$ cat config.mk
export PLATFORM = sky130hd
export DESIGN_NAME = hpm_top
export DESIGN_NICKNAME = d
export VERILOG_FILES = /design/src/rtl/hpm_pkg.sv /design/src/rtl/hpm_h2p_chan.sv /design/src/rtl/hpm_p2h_chan.sv /design/src/rtl/hpm_top.sv
export SDC_FILE = /design/constraint.sdc
export NUM_CORES = 1
export LEC_CHECK = 0
export ABC_CLOCK_PERIOD_IN_PS = 5800
export BUFFER_PORTS_ARGS = -buffer_cell sky130_fd_sc_hd__buf_2
export CAP_MARGIN = 20
export CORE_ASPECT_RATIO = 0.6
export CORE_MARGIN = 2
export CORE_UTILIZATION = 30
export DETAILED_ROUTE_END_ITERATION = 8
export GPL_TIMING_DRIVEN = 1
export PLACE_DENSITY = 0.6
export SLEW_MARGIN = 5
export SYNTH_ARGS = -nofsm -noshare
export SYNTH_HDL_FRONTEND = slang
export SYNTH_SLANG_ARGS = --single-unit
$ cat constraint.sdc
create_clock -name clk -period 5.8 [get_ports clk]
set_clock_uncertainty 0.15 [all_clocks]
set_input_delay 1.16 -clock clk [delete_from_list [all_inputs] [get_ports clk]]
set_output_delay 1.16 -clock clk [all_outputs]
set_load 0.05 [all_outputs]
$ cat src/rtl/hpm_pkg.sv
package hpm_pkg;
  // processor register addresses
  localparam int P_STAT = 0;
  localparam int P_CTRL = 1;
  localparam int P_TX   = 2;
  localparam int P_RX   = 3;
  // host register addresses; byte registers start at H_BYTE0 (high byte first)
  localparam int H_CTRL  = 0;
  localparam int H_STAT  = 1;
  localparam int H_BYTE0 = 2;
  // fixed bit positions
  localparam int B_RXF   = 0;
  localparam int B_TXE   = 1;
  localparam int B_FLGLO = 3;
  localparam int B_FLGHI = 4;

  // status byte layout shared by both sides
  function automatic logic [7:0] pack_status(logic rxf, logic txe, logic [1:0] flags);
    logic [7:0] s;
    s = '0;
    s[B_RXF] = rxf;
    s[B_TXE] = txe;
    s[B_FLGHI:B_FLGLO] = flags;
    return s;
  endfunction

  function automatic logic [7:0] pack_ctrl(logic [1:0] en, logic [1:0] flags);
    logic [7:0] c;
    c = '0;
    c[1:0] = en;
    c[B_FLGHI:B_FLGLO] = flags;
    return c;
  endfunction
endpackage

$ cat src/rtl/hpm_h2p_chan.sv
module hpm_h2p_chan #(
  parameter int WORD_W = 24,
  parameter int BYTE_W = 8,
  localparam int NB = WORD_W / BYTE_W
) (
  input  logic              clk,
  input  logic              rst_n,
  input  logic [NB-1:0]     byte_we,
  input  logic [BYTE_W-1:0] wdata,
  input  logic              take,
  output logic [WORD_W-1:0] word,
  output logic              full,
  output logic              commit_ev,
  output logic              drop_ev
);
  logic [BYTE_W-1:0] stage [NB-1];
  logic [WORD_W-1:0] assembled;

  for (genvar i = 0; i < NB - 1; i++) begin : g_stage
    always_ff @(posedge clk) begin
      if (!rst_n)          stage[i] <= '0;
      else if (byte_we[i]) stage[i] <= wdata;
    end
    assign assembled[WORD_W-1-i*BYTE_W -: BYTE_W] = stage[i];
  end
  assign assembled[BYTE_W-1:0] = wdata;

  assign commit_ev = byte_we[NB-1] && !full;
  assign drop_ev   = byte_we[NB-1] && full;

  always_ff @(posedge clk) begin
    if (!rst_n) begin
      word <= '0;
      full <= 1'b0;
    end else if (commit_ev) begin
      word <= assembled;
      full <= 1'b1;
    end else if (take) begin
      full <= 1'b0;
    end
  end
endmodule

$ cat src/rtl/hpm_p2h_chan.sv
module hpm_p2h_chan #(
  parameter int WORD_W = 24
) (
  input  logic              clk,
  input  logic              rst_n,
  input  logic              load,
  input  logic [WORD_W-1:0] load_word,
  input  logic              take,
  output logic [WORD_W-1:0] word,
  output logic              full,
  output logic              load_ev,
  output logic              drop_ev
);
  assign load_ev = load && !full;
  assign drop_ev = load && full;

  always_ff @(posedge clk) begin
    if (!rst_n) begin
      word <= '0;
      full <= 1'b0;
    end else if (load_ev) begin
      word <= load_word;
      full <= 1'b1;
    end else if (take) begin
      full <= 1'b0;
    end
  end
endmodule

$ cat src/rtl/hpm_top.sv
module hpm_top
  import hpm_pkg::*;
#(
  parameter int WORD_W = 24,
  parameter int BYTE_W = 8,
  parameter int HA_W   = 3,
  parameter int PA_W   = 2,
  localparam int NB    = WORD_W / BYTE_W
) (
  input  logic              clk,
  input  logic              rst_n,
  input  logic              h_wr,
  input  logic              h_rd,
  input  logic [HA_W-1:0]   h_addr,
  input  logic [BYTE_W-1:0] h_wdata,
  output logic [BYTE_W-1:0] h_rdata,
  input  logic              p_wr,
  input  logic              p_rd,
  input  logic [PA_W-1:0]   p_addr,
  input  logic [WORD_W-1:0] p_wdata,
  output logic [WORD_W-1:0] p_rdata,
  output logic              irq_rx_full,
  output logic              irq_tx_empty
);
  logic [1:0]        p_en, p_flags, h_flags;
  logic [NB-1:0]     h_byte_hit;
  logic [NB-1:0]     h_byte_we;
  logic [WORD_W-1:0] p_rx_word, h_rx_word;
  logic              p_rxf, h_rxf;
  logic              h2p_commit, h2p_drop, p2h_load, p2h_drop;
  logic              p_rx_take, h_low_take, p_tx_load;
  logic              p_txe, h_txe;
  logic [7:0]        p_stat8, h_stat8;

  for (genvar i = 0; i < NB; i++) begin : g_hdec
    assign h_byte_hit[i] = (h_addr == HA_W'(H_BYTE0 + i));
    assign h_byte_we[i]  = h_wr && h_byte_hit[i];
  end

  assign p_rx_take  = p_rd && (p_addr == PA_W'(P_RX));
  assign p_tx_load  = p_wr && (p_addr == PA_W'(P_TX));
  assign h_low_take = h_rd && h_byte_hit[NB-1];

  hpm_h2p_chan #(.WORD_W(WORD_W), .BYTE_W(BYTE_W)) u_h2p (
    .clk(clk), .rst_n(rst_n), .byte_we(h_byte_we), .wdata(h_wdata),
    .take(p_rx_take), .word(p_rx_word), .full(p_rxf),
    .commit_ev(h2p_commit), .drop_ev(h2p_drop)
  );

  hpm_p2h_chan #(.WORD_W(WORD_W)) u_p2h (
    .clk(clk), .rst_n(rst_n), .load(p_tx_load), .load_word(p_wdata),
    .take(h_low_take), .word(h_rx_word), .full(h_rxf),
    .load_ev(p2h_load), .drop_ev(p2h_drop)
  );

  // control registers on both sides
  always_ff @(posedge clk) begin
    if (!rst_n) begin
      p_en    <= '0;
      p_flags <= '0;
      h_flags <= '0;
    end else begin
      if (p_wr && p_addr == PA_W'(P_CTRL)) begin
        p_en    <= p_wdata[1:0];
        p_flags <= p_wdata[B_FLGHI:B_FLGLO];
      end
      if (h_wr && h_addr == HA_W'(H_CTRL))
        h_flags <= h_wdata[B_FLGHI:B_FLGLO];
    end
  end

  assign p_txe   = !h_rxf;
  assign h_txe   = !p_rxf;
  assign p_stat8 = pack_status(p_rxf, p_txe, h_flags);
  assign h_stat8 = pack_status(h_rxf, h_txe, p_flags);

  assign irq_rx_full  = p_rxf && p_en[0];
  assign irq_tx_empty = p_txe && p_en[1];

  always_comb begin
    p_rdata = '0;
    case (p_addr)
      PA_W'(P_STAT): p_rdata = WORD_W'(p_stat8);
      PA_W'(P_CTRL): p_rdata = WORD_W'(pack_ctrl(p_en, p_flags));
      PA_W'(P_RX):   p_rdata = p_rx_word;
      default:       p_rdata = '0;
    endcase
  end

  always_comb begin
    h_rdata = '0;
    if (h_addr == HA_W'(H_CTRL)) h_rdata = pack_ctrl(2'b00, h_flags);
    if (h_addr == HA_W'(H_STAT)) h_rdata = h_stat8;
    for (int i = 0; i < NB; i++)
      if (h_byte_hit[i]) h_rdata = h_rx_word[WORD_W-1-i*BYTE_W -: BYTE_W];
  end
endmodule

Word-level counts from Yosys, hierarchy flattened
Memory sizes are Yosys's and may differ from the RTL's. A register that Yosys moved wholly into a read port is not among the register bits. Index checks and enable logic that the tools add are counted.

Bits in registers: 56. Bits in writable memories: 16. Logic and storage cells: 56. Memories kept: 1.

Equal/unequal tests: 7. Multiplexer cells: 19. Bitwise logic cells: 2. Reductions and logical operators: 20.

Memories: u_h2p.stage (depth 2, width 8, rd ports 2, clocked after Yosys merged registers in 2, write ports 2, line hpm_h2p_chan.sv:16) `logic [BYTE_W-1:0] stage [NB-1];`.

Operators by type and width (count): $pmux W24 S3 (1); $mux W8 (6); $logic_and A1 B1 Y1 (12); $mux W1 (11); $eq A3 B2 Y1 const B (2); $mux W5 (1); $eq A2 B2 Y1 const B (2); $logic_not A1 Y1 (4); $reduce_bool A2 Y1 (2); $eq A3 B1 Y1 const B (1); $eq A3 B3 Y1 const B (1); $logic_not A3 Y1 (1); $eq A2 B1 Y1 const B (1); $logic_not A2 Y1 (1); $or A1 B1 Y1 (2).

Depth between registers and ports, before layout
Gate-level depths: netlist (run 1).

Word-level depth: 6. Depth in mapped cells: 7. Depth with buffers taken out: 3.

Hierarchy
From an unflattened synthesis (run 1), not the netlist that was laid out.

Cells, all modules: 358. Area, all modules: 3475.8 µm².

Modules (own cells, without submodules): hpm_h2p_chan (instances 1, cells an instance 145, area an instance 1632.8 µm²); hpm_p2h_chan (instances 1, cells an instance 109, area an instance 1027.2 µm²); hpm_top (instances 1, cells an instance 104, area an instance 815.8 µm²).

Worst setup path before layout (run 1)
Ideal clock, no wire load.

Path kind: input port to output port. Start: in h_addr[2]. End: out h_rdata[2]. Arrival: 2775 ps. Data required time: 4490 ps. Slack: 1715 ps. Cell stages on the path: 5. Cells stage by stage: buf_6 > nor2b_1 > buf_2 > a22oi_1 > o21ai_0.

Longest elaborated chain between the ends: 5. Elaborated cells on any way between the ends: 8.

Ends and longest elaborated chain: start: declaration (line hpm_top.sv:14) `input logic [HA_W-1:0] h_addr,`; $eq A3 B1 Y1 (line hpm_top.sv:93) `if (h_addr == HA_W'(H_STAT)) h_rdata = h_stat8;`; $mux W8 (line hpm_top.sv:93); $mux W8 (2 in a row) (line hpm_top.sv:95) `if (h_byte_hit[i]) h_rdata = h_rx_word[WORD_W-1-i*BYTE_W -: BYTE_W];`; $mux W8 * (line hpm_top.sv:95); end: declaration (line hpm_top.sv:16) `output logic [BYTE_W-1:0] h_rdata,`.

Mark *: on every way between the ends. The rest lies on a longest branch, timed or not.

Worst setup path after layout (run 1)
Start: in h_addr[1]. End: out h_rdata[1].

The elaborated chain is that of the path after synthesis.

==> results of run 1 <==
## per-stage QoR
step	power [mW]	utilization	hold WS, ps	worst slack (ps)
after floorplan	0.6182	-	280.3	1715
after global placement	0.6518	0.3505	287.8	1914
after detailed placement	0.6551	0.3523	291.5	1822
after CTS	1.185	0.3792	306.6	1821
after global routing	1.222	0.3806	324.4	1686
final	1.170	0.3806	303.0	1810
## layout make-up
type                    count  area [sq um]  area share
clock inverters             2         11.26    0.002774
repair buffers             81         430.4      0.1060
flip-flops and latches     72          1602      0.3945
multi-input cells         255          1564      0.3852
inverters                   1         3.754   0.0009245
well taps                 139         173.9     0.04284
clock buffers              14         275.3     0.06780
## state kept, by name (all words and copies together) (netlist names)
name / flops
h_flags: 2
u_p2h.full: 1
p_flags: 2
p_en: 2
u_h2p.stage: 16
u_h2p.full: 1
u_p2h.word: 24
u_h2p.word: 24
## layer usage
metal,global-route usage,wire (microns)
met1,0.2256,4480
met2,0.1947,3383
met3,0.04628,519
met4,0.04091,65
met5,0,0
## synth_stat cells (4+ instances only)
library cell	number	area share
a21boi_0	19	0.043
a21boi_1	6	0.014
a22oi_1	8	0.018
and2_1	17	0.032
and3_1	20	0.038
buf_2	7	0.011
buf_6	4	0.014
clkbuf_1	17	0.019
dfxtp_1	56	0.34
edfxtp_1	16	0.14
mux2_2	5	0.017
mux2i_1	33	0.10
nand2_1	99	0.11
nand3_1	4	0.0060
nor2_1	6	0.0068
nor2b_1	8	0.015
o21ai_0	7	0.011
## worst max path at each step
stage	startpoint	end	slack [ps]	depth (start not counted)
6_report	h_addr[1]	h_rdata[1]	1810	5
5_1_grt	h_addr[1]	h_rdata[0]	1690	5
2_1_floorplan	h_addr[2]	h_rdata[2]	1720	5
4_1_cts	h_addr[1]	h_rdata[1]	1820	5
3_3_place_gp	h_addr[1]	h_rdata[4]	1910	5
3_5_place_dp	h_addr[1]	h_rdata[1]	1820	5
## where the power goes
| part | switching [mW] | total, mW | internal [mW] |
|---|---|---|---|
| registers | 0.0104 | 0.541 | 0.531 |
| logic | 0.0659 | 0.104 | 0.0380 |
| clock network | 0.198 | 0.525 | 0.327 |
## kinds of logic after synthesis
logic type / count (synthesis)
compound gates: 53
mux: 38
simple gates: 164
flops: 72
buf+inv: 31
## critical path, cell delays in order
cell,delay (ps)
buf_2,260
nor2b_1,610
a22oi_1,200
o22ai_1,160
buf_2,290
==> results.ini, run 1 <==
[outcome]
outcome=complete, no violations

[finish]
area_growth_pct=22.41
fillerInstances=1116
final_common_cell=nand2_1
drive_above_1_share=0.2400
final_net_count=463
instances_no_fill=564
final_area_sq_um=4060
antenna_cells=0
final_cell_mix=99 x nand2_1, 77 x buf_2, 56 x dfxtp_1

[timing]
slew-limit-headroom=0.4998
clock.fmax_ghz=0.2507
rsz0062_at_grt=false
slew_viol_final=0
layout_min_cycle_time_ps=3990
fin_crit_sh=0.6879
hold_viol=0
tightest_slew_ps=750.3
setup_violations=0
setup-tns-final_ps=0

[setup_path]
rrSetupSlack_ps=4090
r2r_cells=4
cp_data_arrival_time_ps=2680
critical_path_class=primary input to output pin
end_kind=output pin
worstPathRequired_ps=4490
reg2reg_to=u_p2h.word[6]
startpoint_type=primary input
path_max_fanout=13
rr_startpoint=u_p2h.full

[clocking]
ctsHtreeMaxLevel=3
clock_latency_ps=330
clkTransAtPathRegs_ps=50
cts-root-buf=clkbuf_16
cts_setup_buffers=0
cts-hold-fix-buffers=0
cts_resized=0
cts.path.max_buffers=2
cts_buffers=9
clock_sinks=72
cts_tree=yes

[route]
firstDrtPassIters=4
routedWlPerCell_microns=14.98
num_vias=2638
initialDrtViolationCount=197
viasPerCell=4.677
postRouteAntennaNets=0
post-route-drc-count=0
drt-total-wl_mm=8.449

[hold_path]
min_from=u_h2p.word[15]
min_path_cells=2
hold_path_class=register to register
holdPathEnd=u_h2p.word[15]

[floorplanning]
die_y_microns=85.45
pin_count=77
die_area_sq_um=11940
start_util=0.3109
num_rows=29
die_w_microns=139.7
core_sq_um=10670

[logic_synthesis]
synth_edf_count=16
synth_area_sq_um=3317
synth.area.mux_share=0.1166
synthesis.nets=401
synth_compound_area_frac=0.1139
ys.flop_type=dfxtp_1
seq_area_frac_synth=0.4828
synthCells=358
yosysUniqueCellTypes=34
synthAdderAreaFrac=0
synth-async-reset-ratio=0
ys_seq_elements=72
yosysWarningCount=0
yosys.area_share.xor_xnor=0
synth_top_family_by_area=simple AND/OR/NAND/NOR gates
synth.avg_cell_area_sq_um=9.265
synth-simple-area-share=0.2365

[global_route]
gr-total-overflow=0
grtUsageTotal=0.1472
grt_pass1_vias=2496
grt_max_degree=84
grt_pass1_wl_mm=13.54
antenna_found_initial=0

[power]
vdd_drop_max_v=0.0001494
powerDensity_nw_per_um2=288.2
p_leak_nw=1.703

[place]
portBuffers=76
placed_cells=547
gp_congestion=0.8426
place_area_sq_um=3759
place_hpwl_mm=5.922

[run]
cap_violations=0

Power figures use the tool's default switching activity.
==> run 2, diff against run 1 <==
ABC_CLOCK_PERIOD_IN_PS = 3730   (was 5800)
clock period = 3.73 ns   (was 5.8 ns; I/O delays follow)
==> results.ini, run 2 (synthesis gave the netlist of run 1 again) <==
[outcome]
outcome=complete, no violations

[finish]
final_area_sq_um=4055  ; -0.12%
final_net_count=463  ; unchanged
instances_no_fill=564  ; unchanged
largestRegisters=u_h2p.word x24, u_p2h.word x24, u_h2p.stage x16
fillerInstances=1089  ; -2.4%
final_cell_mix=99 x nand2_1, 76 x buf_2, 56 x dfxtp_1
area_growth_pct=22.26
antenna_cells=0  ; unchanged
drive_above_1_share=0.2447  ; +0.004706
final_common_cell=nand2_1

[run]
cap_violations=0  ; unchanged

[timing]
slew_viol_final=0  ; unchanged
layout_min_cycle_time_ps=3196
slew-limit-headroom=0.5386  ; +0.03884
setup_violations=0  ; unchanged
setup-tns-final_ps=0  ; unchanged
rsz0062_at_grt=false
tightest_slew_ps=692.1  ; -58.25 ps
hold_viol=0  ; unchanged
hold_slack_ps=299.2  ; -3.780 ps
fin_crit_sh=0.8569
clock.fmax_ghz=0.3129

[floorplanning]
core_sq_um=10670  ; unchanged
start_util=0.3109  ; unchanged
num_rows=29  ; unchanged
die_area_sq_um=11940  ; unchanged
die_y_microns=85.45  ; unchanged
die_w_microns=139.7  ; unchanged
pin_count=77  ; unchanged

[route]
post-route-drc-count=0  ; unchanged
num_vias=2631  ; -0.27%
drt-total-wl_mm=8.264  ; -2.2%
firstDrtPassIters=4  ; unchanged
viasPerCell=4.665  ; -0.27%
postRouteAntennaNets=0  ; unchanged
routedWlPerCell_microns=14.65  ; -2.2%
initialDrtViolationCount=136  ; -31%

[setup_path]
end_kind=output pin
critical_path_class=primary input to output pin
cpPeakStageDelay_ps=600  ; about the same
path_max_fanout=13  ; unchanged
worst_path_most_repeated_cell=buf_2
cpMaxStageDelayCell=nor2b_1
cp.buffers_inverters=2  ; unchanged
cp_data_arrival_time_ps=2300  ; -380 ps
path_cells=buf_2 > nor2b_1 > a22oi_1 > o22ai_1 > buf_2
crit_family=simple AND/OR/NAND/NOR gates
worstPathRequired_ps=2830  ; -1660 ps
startpoint_type=primary input

[power]
p_leak_nw=1.700  ; -0.17%
total_power_mw=1.827  ; +56%
powerDensity_nw_per_um2=450.7  ; +56%
vdd_drop_max_v=0.0002154  ; +44%

[global_route]
grt_pass1_wl_mm=13.23  ; -2.3%
grt_pass1_vias=2486  ; -0.40%
gr-total-overflow=0  ; unchanged
grt_max_degree=45  ; -46%
grtUsageTotal=0.1441  ; -0.003101
antenna_found_initial=0  ; unchanged

[clocking]
cts_resized=0  ; unchanged
clkTransAtPathRegs_ps=50  ; about the same
cts-root-buf=clkbuf_16
cts_setup_buffers=0  ; unchanged
cts.path.max_buffers=2  ; unchanged
ctsHtreeMaxLevel=3  ; unchanged
cts-hold-fix-buffers=0  ; unchanged
cts_buffers=9  ; unchanged
clock_sinks=72  ; unchanged
cts_tree=yes
clock_latency_ps=330  ; about the same

[place]
portBuffers=76  ; unchanged
place_area_sq_um=3761  ; about the same
place_hpwl_mm=5.924  ; about the same
placed_cells=548  ; +0.18%
gp_congestion=0.8647  ; +2.6%

[hold_path]
hold_path_class=register to register

## run 2: cell count changes in the layout (fill, tap and decap cells not counted)
cell | before | now
buf_2 | 77 | 76
buf_4 | 2 | 5
buf_8 | 2 | 0
clkbuf_1 | 3 | 1
clkinv_2 | 1 | 2
clkinv_4 | 0 | 1
clkinvlp_4 | 0 | 1
inv_4 | 1 | 0
## run 2: final timing paths
path                   from             end  slack (ps)  cells after the start
max               h_addr[1]      h_rdata[4]         530                      5
min          u_h2p.word[23]  u_h2p.word[23]         300                      2
max reg2reg      u_h2p.full  u_h2p.word[16]        2230                      3
min reg2reg  u_h2p.word[23]  u_h2p.word[23]         300                      2
## run 2: through the flow
stage               utilization  worst slack [ps]
floorplan                     -             473.3
global placement         0.3526             679.7
detailed placement       0.3526             523.8
CTS                      0.3801             533.0
global route             0.3801             424.0
finish                   0.3801             533.6
## run 2: per-layer routing
metal  global-route usage  wire, microns  vias to the layer above
li1                     -              -                     1337
met1               0.2130           4421                     1228
met2               0.1960           3264                       56
met3              0.04684            472                       10
met4              0.04727            106                        0
met5                    0              0                        -
## run 2: worst reg2reg max path, cell delays in order (launching register included)
cell and delay [ps]:
dfxtp_1 370, nor2_1 130, and3_4 500, mux2i_1 280
## run 2: area by class of cell
type	instances	area (sq um)	area share
Clock inverter	4	26.28	0.006479
Inverter	1	3.754	0.0009256
Sequential cell	72	1602	0.3949
Multi-Input combinational cell	255	1564	0.3857
Clock buffer	12	267.8	0.06603
Tap cell	139	173.9	0.04289
Timing Repair Buffer	81	417.9	0.1031
## run 2: where the power goes
group	switching [mW]	internal, mW
combinational	0.101	0.0580
sequential	0.0160	0.825
clock	0.320	0.507
==> run 3, diff against run 2 <==
--- a/constraint.sdc
+++ b/constraint.sdc
@@ -4,2 +4,2 @@
 set_output_delay 0.746 -clock clk [all_outputs]
-set_load 0.05 [all_outputs]
+set_load 0.02 [all_outputs]
==> results.ini, run 3 (synthesis gave the netlist of run 1 again) <==
[route]
postRouteAntennaNets=0  ; unchanged
routedWlPerCell_microns=14.91  ; +1.7%
firstDrtPassIters=4  ; unchanged
drt-total-wl_mm=8.408  ; +1.7%
initialDrtViolationCount=154  ; +13%
viasPerCell=4.686  ; +0.46%
num_vias=2643  ; +0.46%
post-route-drc-count=0  ; unchanged

[clocking]
clock_latency_ps=330  ; about the same
cts_tree=yes
cts-root-buf=clkbuf_16
cts_setup_buffers=0  ; unchanged
ctsHtreeMaxLevel=3  ; unchanged
cts-hold-fix-buffers=0  ; unchanged
cts.path.max_buffers=2  ; unchanged
cts_buffers=9  ; unchanged
clock_sinks=72  ; unchanged
clkTransAtPathRegs_ps=60  ; about the same
cts_resized=0  ; unchanged

[finish]
final_net_count=463  ; unchanged
drive_above_1_share=0.2447  ; unchanged
final_cell_mix=99 x nand2_1, 76 x buf_2, 56 x dfxtp_1
area_growth_pct=21.95
multiInputGateArea_sq_um=1564  ; unchanged
register_area_sq_um=1602  ; unchanged
final_util=0.3792  ; -0.0009380
fillerInstances=1094  ; +0.46%
final_common_cell=nand2_1
antenna_cells=0  ; unchanged
largestRegisters=u_h2p.word x24, u_p2h.word x24, u_h2p.stage x16

[setup_path]
rrSetupSlack_ps=2210  ; -20 ps
cp_data_arrival_time_ps=2200  ; -100 ps
cpMaxStageDelayCell=nor2b_1
startpoint_type=primary input
worstPathRequired_ps=2830  ; about the same
end_kind=output pin
path_cells=buf_2 > nor2b_1 > a22oi_1 > o21ai_0 > buf_2
path_max_fanout=13  ; unchanged
cpPeakStageDelay_ps=620  ; +20 ps
worst_path_most_repeated_cell=buf_2
critical_path_class=primary input to output pin

[run]
cap_violations=0  ; unchanged

[hold_path]
hold_path_class=register to register

[global_route]
grtUsageTotal=0.1465  ; +0.002423
antenna_found_initial=0  ; unchanged
gr-total-overflow=0  ; unchanged
grt_pass1_wl_mm=13.45  ; +1.7%
grt_pass1_vias=2486  ; unchanged
grt_max_degree=60  ; +33%

[timing]
setup_violations=0  ; unchanged
final.setup.worst_slack_ps=639.0  ; +105.4 ps
rsz0062_at_grt=false
clock.fmax_ghz=0.3235  ; +3.4%
fin_crit_sh=0.8287  ; -0.02826
tightest_slew_ps=699.4  ; +7.276 ps
hold_slack_ps=299.8  ; +0.5900 ps
hold_viol=0  ; unchanged
slew-limit-headroom=0.5328  ; -0.005810
setup-tns-final_ps=0  ; unchanged
slew_viol_final=0  ; unchanged
layout_min_cycle_time_ps=3091  ; -105.4 ps

[power]
powerDensity_nw_per_um2=443.6  ; -1.6%
p_leak_nw=1.695  ; -0.27%
vdd_drop_max_v=0.0002160  ; +0.28%
total_power_mw=1.795  ; -1.8%

[place]
portBuffers=76  ; unchanged
gp_congestion=0.8444  ; -2.3%
place_hpwl_mm=5.995  ; +1.2%
pre_cts_slack_ps=634.9  ; +111.2 ps

[floorplanning]
die_y_microns=85.45  ; unchanged
core_sq_um=10670  ; unchanged
die_w_microns=139.7  ; unchanged
start_util=0.3109  ; unchanged
num_rows=29  ; unchanged
die_area_sq_um=11940  ; unchanged
pin_count=77  ; unchanged

[outcome]
outcome=complete, no violations

run 3: cell count changes in the layout (fill, tap and decap cells not counted), sizes merged:
cell,change
inv,+1
clkinv,-1
run 3: critical path, delay by kind of cell:
family,cells,cell delay [ps]
buf+inv,2,460
compound gates,2,370
simple gates,1,620
run 3: final cells by class:
class,instances,share of cell area
Clock buffer,12,0.06341
Clock inverter,4,0.006805
Inverter,1,0.0009279
Multi-Input combinational cell,255,0.3866
Sequential cell,72,0.3959
Tap cell,139,0.04299
Timing Repair Buffer,81,0.1033
run 3: per-layer routing:
layer  track usage  share of wire
met4       0.04091          0.012
met2        0.1982           0.39
met5             0              0
met3       0.04740          0.052
met1        0.2201           0.54
run 3: path summary, 6_finish.rpt:
check                      start              to  depth (start not counted)
hold reg to reg   u_h2p.word[23]  u_h2p.word[23]                          2
setup / recovery       h_addr[1]      h_rdata[2]                          5
hold / removal    u_h2p.word[23]  u_h2p.word[23]                          2
setup reg to reg      u_p2h.full   u_p2h.word[7]                          4
run 3: metrics by stage:
| step | instance area [sq um] | std cells |
|---|---|---|
| after floorplan | 3317 | 358 |
| after global routing | 4045 | 564 |
| after detailed placement | 3761 | 548 |
| after CTS | 4045 | 564 |
| final | 4045 | 564 |
| after global placement | 3761 | 548 |
run 3: power by group:
part	leakage (nW)	switching [mW]	total [mW]	internal, mW
registers	0.609	0.0163	0.842	0.825
clock network	0.139	0.320	0.807	0.487
logic	0.948	0.0880	0.146	0.0580
